==> config.mk <==
export PLATFORM = sky130hd
export DESIGN_NAME = autocfg_responder
export DESIGN_NICKNAME = d
export VERILOG_FILES = /design/src/rtl/autocfg_pkg.sv /design/src/rtl/autocfg_id_regs.sv /design/src/rtl/autocfg_base_builder.sv /design/src/rtl/autocfg_board_seq.sv /design/src/rtl/autocfg_responder.sv
export SDC_FILE = /design/constraint.sdc
export NUM_CORES = 1
export LEC_CHECK = 0
export BUFFER_PORTS_ARGS = -buffer_cell sky130_fd_sc_hd__clkbuf_2
export CAP_MARGIN = 25
export CORE_MARGIN = 2
export CORE_UTILIZATION = 30
export CTS_BUF_LIST = sky130_fd_sc_hd__clkbuf_8
export CTS_CLUSTER_DIAMETER = 150
export CTS_CLUSTER_SIZE = 28
export DETAILED_ROUTE_END_ITERATION = 7
export SKIP_LAST_GASP = 1
export SLEW_MARGIN = 20
export SYNTH_ARGS = -nofsm -noshare
export SYNTH_HDL_FRONTEND = slang
export SYNTH_HIERARCHICAL = 1
export SYNTH_SLANG_ARGS = --single-unit
==> constraint.sdc <==
create_clock -name clk -period 3.05 [get_ports clk]
set_input_delay 0.1525 -clock clk [delete_from_list [all_inputs] [get_ports clk]]
set_output_delay 0.1525 -clock clk [all_outputs]
set_load 0.01 [all_outputs]
==> src/rtl/autocfg_pkg.sv <==
package autocfg_pkg;

    localparam logic [7:0] OFS_TYPE    = 8'h00;
    localparam logic [7:0] OFS_PROD    = 8'h04;
    localparam logic [7:0] OFS_FLAGS   = 8'h08;
    localparam logic [7:0] OFS_MFG_HI  = 8'h10;
    localparam logic [7:0] OFS_MFG_LO  = 8'h14;
    localparam logic [7:0] OFS_ADDR_HI = 8'h40;
    localparam logic [7:0] OFS_NIB_LO  = 8'h44;
    localparam logic [7:0] OFS_ADDR_LO = 8'h48;
    localparam logic [7:0] OFS_STOP    = 8'h4C;
    localparam logic [7:0] OFS_NIB_HI  = 8'h50;

    localparam int SIZE_W = 5;

    typedef enum logic [2:0] {
        WR_NONE,
        WR_NIB_LO,
        WR_NIB_HI,
        WR_ADDR_LO,
        WR_ADDR_HI_B,
        WR_ADDR_HI_W,
        WR_STOP,
        WR_BAD_WORD
    } wr_kind_e;

    typedef struct packed {
        logic              ram;
        logic [SIZE_W-1:0] size_exp;
    } board_cfg_t;

    typedef struct packed {
        logic       ext;
        logic [2:0] code;
    } size_enc_t;

    // size exponent e means 2^e KB
    function automatic size_enc_t encode_size(input logic [SIZE_W-1:0] e);
        size_enc_t r;
        if (e < 5'd6) begin
            r.ext  = 1'b0;
            r.code = 3'd1;
        end else if (e <= 5'd12) begin
            r.ext  = 1'b0;
            r.code = 3'(e - 5'd5);
        end else if (e == 5'd13) begin
            r.ext  = 1'b0;
            r.code = 3'd0;
        end else if (e <= 5'd20) begin
            r.ext  = 1'b1;
            r.code = 3'(e - 5'd14);
        end else begin
            r.ext  = 1'b1;
            r.code = 3'd2;
        end
        return r;
    endfunction

    function automatic wr_kind_e classify_write(input logic word, input logic [7:0] ofs);
        wr_kind_e k;
        if (word) begin
            k = (ofs == OFS_ADDR_HI) ? WR_ADDR_HI_W : WR_BAD_WORD;
        end else begin
            case (ofs)
                OFS_NIB_LO:  k = WR_NIB_LO;
                OFS_NIB_HI:  k = WR_NIB_HI;
                OFS_ADDR_LO: k = WR_ADDR_LO;
                OFS_ADDR_HI: k = WR_ADDR_HI_B;
                OFS_STOP:    k = WR_STOP;
                default:     k = WR_NONE;
            endcase
        end
        return k;
    endfunction

endpackage

==> src/rtl/autocfg_id_regs.sv <==
module autocfg_id_regs
    import autocfg_pkg::*;
#(
    parameter logic [15:0] MFG_ID     = 16'h1E5A,
    parameter logic [7:0]  PRODUCT_ID = 8'h11
) (
    input  board_cfg_t  cfg,
    input  logic [8:0]  addr,
    input  logic        done,
    output logic [7:0]  rdata
);

    size_enc_t  enc;
    logic [7:0] reg_val;
    logic       true_polarity;
    logic [3:0] nib;

    assign enc = encode_size(cfg.size_exp);

    always_comb begin
        reg_val       = 8'h00;
        true_polarity = 1'b0;
        case (addr[7:0])
            OFS_TYPE: begin
                reg_val       = {2'b10, cfg.ram, 2'b00, enc.code};
                true_polarity = 1'b1;
            end
            OFS_PROD:   reg_val = PRODUCT_ID;
            OFS_FLAGS:  reg_val = {cfg.ram, 1'b0, enc.ext, 1'b1, 4'h0};
            OFS_MFG_HI: reg_val = MFG_ID[15:8];
            OFS_MFG_LO: reg_val = MFG_ID[7:0];
            default:    reg_val = 8'h00;
        endcase
    end

    always_comb begin
        nib = addr[8] ? reg_val[3:0] : reg_val[7:4];
        if (!true_polarity) nib = ~nib;
        if (done)           nib = 4'hF;
        rdata = {nib, 4'h0};
    end

endmodule

==> src/rtl/autocfg_base_builder.sv <==
module autocfg_base_builder
    import autocfg_pkg::*;
(
    input  logic        clk,
    input  logic        rst,
    input  wr_kind_e    kind,
    input  logic [15:0] wdata,
    output logic        complete,
    output logic [31:0] final_base
);

    logic [15:0] work_hi;
    logic        nib_latch;
    logic [15:0] next_hi;
    logic        next_latch;

    always_comb begin
        next_hi    = work_hi;
        next_latch = nib_latch;
        complete   = 1'b0;
        case (kind)
            WR_NIB_LO: begin
                next_hi[3:0] = wdata[7:4];
                next_latch   = 1'b1;
            end
            WR_NIB_HI: begin
                next_hi[11:8] = wdata[7:4];
                next_latch    = 1'b1;
            end
            WR_ADDR_LO: begin
                if (nib_latch) next_hi[7:4] = wdata[7:4];
                else           next_hi[7:0] = wdata[7:0];
                next_latch = 1'b0;
            end
            WR_ADDR_HI_B: begin
                next_hi[15:8] = wdata[7:0];
                complete      = 1'b1;
            end
            WR_ADDR_HI_W: begin
                next_hi  = wdata;
                complete = 1'b1;
            end
            WR_STOP:  complete = 1'b1;
            default:  ;
        endcase
        final_base = {next_hi, 16'h0000};
    end

    always_ff @(posedge clk) begin
        if (rst || complete) begin
            work_hi   <= '0;
            nib_latch <= 1'b0;
        end else begin
            work_hi   <= next_hi;
            nib_latch <= next_latch;
        end
    end

endmodule

==> src/rtl/autocfg_board_seq.sv <==
module autocfg_board_seq #(
    parameter int NUM_BOARDS = 2,
    localparam int IDX_W = (NUM_BOARDS > 1) ? $clog2(NUM_BOARDS) : 1
) (
    input  logic             clk,
    input  logic             rst,
    input  logic             complete,
    input  logic [31:0]      final_base,
    output logic [IDX_W-1:0] cur_idx,
    output logic             all_done,
    output logic             cfg_valid,
    output logic [IDX_W-1:0] cfg_index,
    output logic [31:0]      cfg_base
);

    localparam logic [IDX_W-1:0] LAST_IDX = IDX_W'(NUM_BOARDS - 1);

    always_ff @(posedge clk) begin
        if (rst) begin
            cur_idx   <= '0;
            all_done  <= 1'b0;
            cfg_valid <= 1'b0;
            cfg_index <= '0;
            cfg_base  <= '0;
        end else begin
            cfg_valid <= complete;
            if (complete) begin
                cfg_index <= cur_idx;
                cfg_base  <= final_base;
                if (cur_idx == LAST_IDX) all_done <= 1'b1;
                else                     cur_idx  <= cur_idx + 1'b1;
            end
        end
    end

endmodule

==> src/rtl/autocfg_responder.sv <==
module autocfg_responder
    import autocfg_pkg::*;
#(
    parameter int          NUM_BOARDS = 2,
    parameter logic [15:0] MFG_ID     = 16'h1E5A,
    parameter logic [7:0]  PRODUCT_ID = 8'h11,
    localparam int IDX_W = (NUM_BOARDS > 1) ? $clog2(NUM_BOARDS) : 1
) (
    input  logic                         clk,
    input  logic                         rst,
    input  logic [8:0]                   addr,
    input  logic                         wr_en,
    input  logic                         wr_word,
    input  logic [15:0]                  wdata,
    output logic [7:0]                   rdata,
    input  logic [NUM_BOARDS-1:0]        board_ram,
    input  logic [NUM_BOARDS*SIZE_W-1:0] board_size_exp,
    output logic                         cfg_valid,
    output logic [IDX_W-1:0]             cfg_index,
    output logic [31:0]                  cfg_base,
    output logic                         all_done,
    output logic                         word_err
);

    logic [IDX_W-1:0] cur_idx;
    board_cfg_t       cur_cfg;
    wr_kind_e         kind;
    logic             complete;
    logic [31:0]      final_base;

    assign cur_cfg.ram      = board_ram[cur_idx];
    assign cur_cfg.size_exp = board_size_exp[cur_idx*SIZE_W +: SIZE_W];

    assign kind = (wr_en && !all_done) ? classify_write(wr_word, addr[7:0]) : WR_NONE;

    autocfg_id_regs #(
        .MFG_ID     (MFG_ID),
        .PRODUCT_ID (PRODUCT_ID)
    ) u_id (
        .cfg   (cur_cfg),
        .addr  (addr),
        .done  (all_done),
        .rdata (rdata)
    );

    autocfg_base_builder u_base (
        .clk        (clk),
        .rst        (rst),
        .kind       (kind),
        .wdata      (wdata),
        .complete   (complete),
        .final_base (final_base)
    );

    autocfg_board_seq #(
        .NUM_BOARDS (NUM_BOARDS)
    ) u_seq (
        .clk        (clk),
        .rst        (rst),
        .complete   (complete),
        .final_base (final_base),
        .cur_idx    (cur_idx),
        .all_done   (all_done),
        .cfg_valid  (cfg_valid),
        .cfg_index  (cfg_index),
        .cfg_base   (cfg_base)
    );

    always_ff @(posedge clk) begin
        if (rst) word_err <= 1'b0;
        else     word_err <= (kind == WR_BAD_WORD);
    end

endmodule

==> metrics.txt <==
status finished clean; clk_lat worst skew 310 ps; #FFs+latches synth 54; DR vias 2,605; min cycle time layout 2754 ps; boundary pin count 85; setup bufs post-CTS 0; vias per cell 4.711; ys async rst share 0%; fin cells 553; Area Overhead vs Synth 14.03%; Critical Path End Type primary output; CP required 2900 ps; Critical-path top delay cell dfxtp_2; largest net degree at the start of global routing 40; worst-path cell chain mux2_2 -> inv_1 -> ha_1 -> nand2b_4 -> a41oi_1 -> o22ai_1 -> a32o_1 -> o21ai_0 -> clkbuf_2; final hold viol count 0; max_slew headroom 43.37%; antenna viol nets, final 0; ys flop type dfxtp_1; fin nets 461; Post-Syn Area per Cell 9.149 µm²; Yosys cell types 61; number of max-cap violations 0; clk_skew 11.12 ps; Clock Tree Buf Depth 2; DRT iter0 DRCs 173; Die Area 0.01148 mm²; CORE AREA 0.01032 mm²; Total Power 1.584 mW; Power Density 435.1 mW/mm²; most frequent cell after synthesis dfxtp_1; global-route wire length before repair 11,520 µm; layout cells sized above 1 29.98%; critical-path maximum fanout 9; max frequency 363.1 MHz; placed cell count 545; Worst Tran Pin Value 849.4 ps; number of synthesized flops with an enable pin 0; drt wl/cell 12.64 µm; clk slew on worst S/H paths 100 ps; Leak 1.540 nW; Critical Path Max Stage Delay 450 ps; post-route setup TNS 0 ps; post-synth top area share 33.86%; clock sinks 54; Buf/Inv on CP 2; max-slew violations 0; row cnt 37; CP Data Arrival Time 2600 ps; synth cell count leaders 54 x dfxtp_1, 48 x nor2_1, 38 x mux2i_1; Syn. warnings 6; Largest delay share family, worst path compound AO/OA/AOI/OAI gates; vias in the first global route 2,387; DP HPWL 5185 µm; fin area 0.003641 mm²; DRT Wirelength 6988 µm; fillcell total 1,086; Chip Height 107.2 µm; CP startpoint kind flop; synth top area cells dfxtp_1 34%, mux2i_1 12%, buf_4 6.1%; Die W 107.2 µm; register area share after synthesis 33.86%; crit share post-route 90.31%; Port Buffers 80; Post-Syn Area 0.003193 mm²; TritonRoute pass-1 iters 4; Inserted Diodes 0; HP Class in -> reg; Initial Util 30.93%; unrepaired setup endpoints after global routing no; gr usage total 12.32%; cell count after synthesis 349; Synth area leader dfxtp_1; H-tree levels 2; Remaining Overflow, GRT 0; Util after Layout 35.27%; WS Path Type reg -> out; DP Area 0.003526 mm²; clock root buffer clkbuf_8; CTS tree done; initial antenna violation count 0; VDD IR max 185.5 µV; setup violators final 0; CTS buffer count 5; DRC 0; GP Congestion 0.8323
[cell type report]
cell class              count  area [µm²]  area share [%]
well taps                 136       170.2           4.674
clock buffers               5       68.82           1.890
inverters                   8       30.03          0.8247
multi-input cells         263        1802           49.48
repair buffers             84       442.9           12.16
flip-flops and latches     54        1082           29.73
clock inverters             3       45.04           1.237
[per-stage QoR]
step | setup WS (ps) | hold slack, ps
2_1_floorplan | 617.3 | 221.6
3_3_place_gp | 434.8 | 466.2
3_5_place_dp | 362.6 | 475.4
4_1_cts | 165.6 | 137.0
5_1_grt | 119.7 | 159.9
6_report | 295.6 | 154.8
[worst min-delay path, stage by stage]
cell      delay (ps)
clkbuf_2          90
inv_1            110
nor4_1            70
[path summary, 6_finish.rpt]
kind / from / end / slack, ps / cells after the start
hold reg to reg: u_base/work_hi[10] / u_base/work_hi[10] / 490 / 2
hold / removal: wr_word / word_err / 150 / 3
setup reg to reg: u_seq/all_done / u_seq/cfg_base[27] / 330 / 9
setup / recovery: u_seq/cur_idx / rdata[5] / 300 / 9
[kinds of logic after synthesis]
group | after synthesis | share of synthesized area (%)
mux | 51 | 16.50
compound gates | 67 | 14.81
buf+inv | 50 | 11.95
flops | 54 | 33.86
simple gates | 116 | 19.48
other cells | 2 | 0.2352
xor+xnor | 5 | 1.607
fa+ha+maj | 4 | 1.567
[power breakdown]
group | switching (mW) | leakage, nW | internal [mW] | total (mW)
logic | 0.192 | 1.05 | 0.145 | 0.337
clock network | 0.245 | 0.0504 | 0.244 | 0.489
registers | 0.0191 | 0.440 | 0.739 | 0.758
[timing repair]
action / in CTS / in global routing
hold endpoints to repair: 0 / 0
gates resized for setup: 0 / 1
endpoints found under the setup margin: 0 / 1
hold buffers: 0 / 0
[sequential cells by signal, indices dropped and copies added (netlist names)]
register	count
u_seq/cfg_base	32
u_base/work_hi	16
u_base/nib_latch	1
u_seq/all_done	1
u_seq/cfg_index	1
u_seq/cfg_valid	1
u_seq/cur_idx	1
word_err	1
[metal layers]
layer / up-vias / GRT usage (%) / share of wire [%]
li1: 1327 / - / -
met1: 1216 / 15.84 / 45
met2: 53 / 19.85 / 47
met3: 9 / 3.708 / 6.3
met4: 0 / 3.618 / 1.3
met5: - / 0 / 0
[cell usage in the layout (no fill, tap or decap), types with 2 or more instances in the layout]
cell,netlist,routed
ha_1,4,4
buf_4,26,3
o22ai_1,4,4
conb_1,2,20
xor2_1,3,3
a211oi_2,2,2
nor3_1,4,4
nor2_1,48,48
nand3b_1,2,2
nor4b_1,3,3
mux2i_1,38,38
nand2b_1,7,7
nor2b_1,6,6
dfxtp_1,54,53
clkinvlp_4,0,2
mux2_2,12,12
inv_1,8,7
nand2_1,16,16
o21ai_0,11,11
a22oi_1,2,2
o211ai_1,4,4
a21oi_1,17,16
o31ai_1,2,2
or3_4,2,2
and3_1,2,2
nor4_1,3,3
or2b_2,2,2
a211oi_1,3,3
a22oi_2,2,2
a31oi_1,6,6
nor3b_1,2,2
clkbuf_2,0,80
nand3_1,9,9
clkbuf_8,0,5
or3b_1,2,2
No activity file was read; power rests on OpenSTA's default activity.
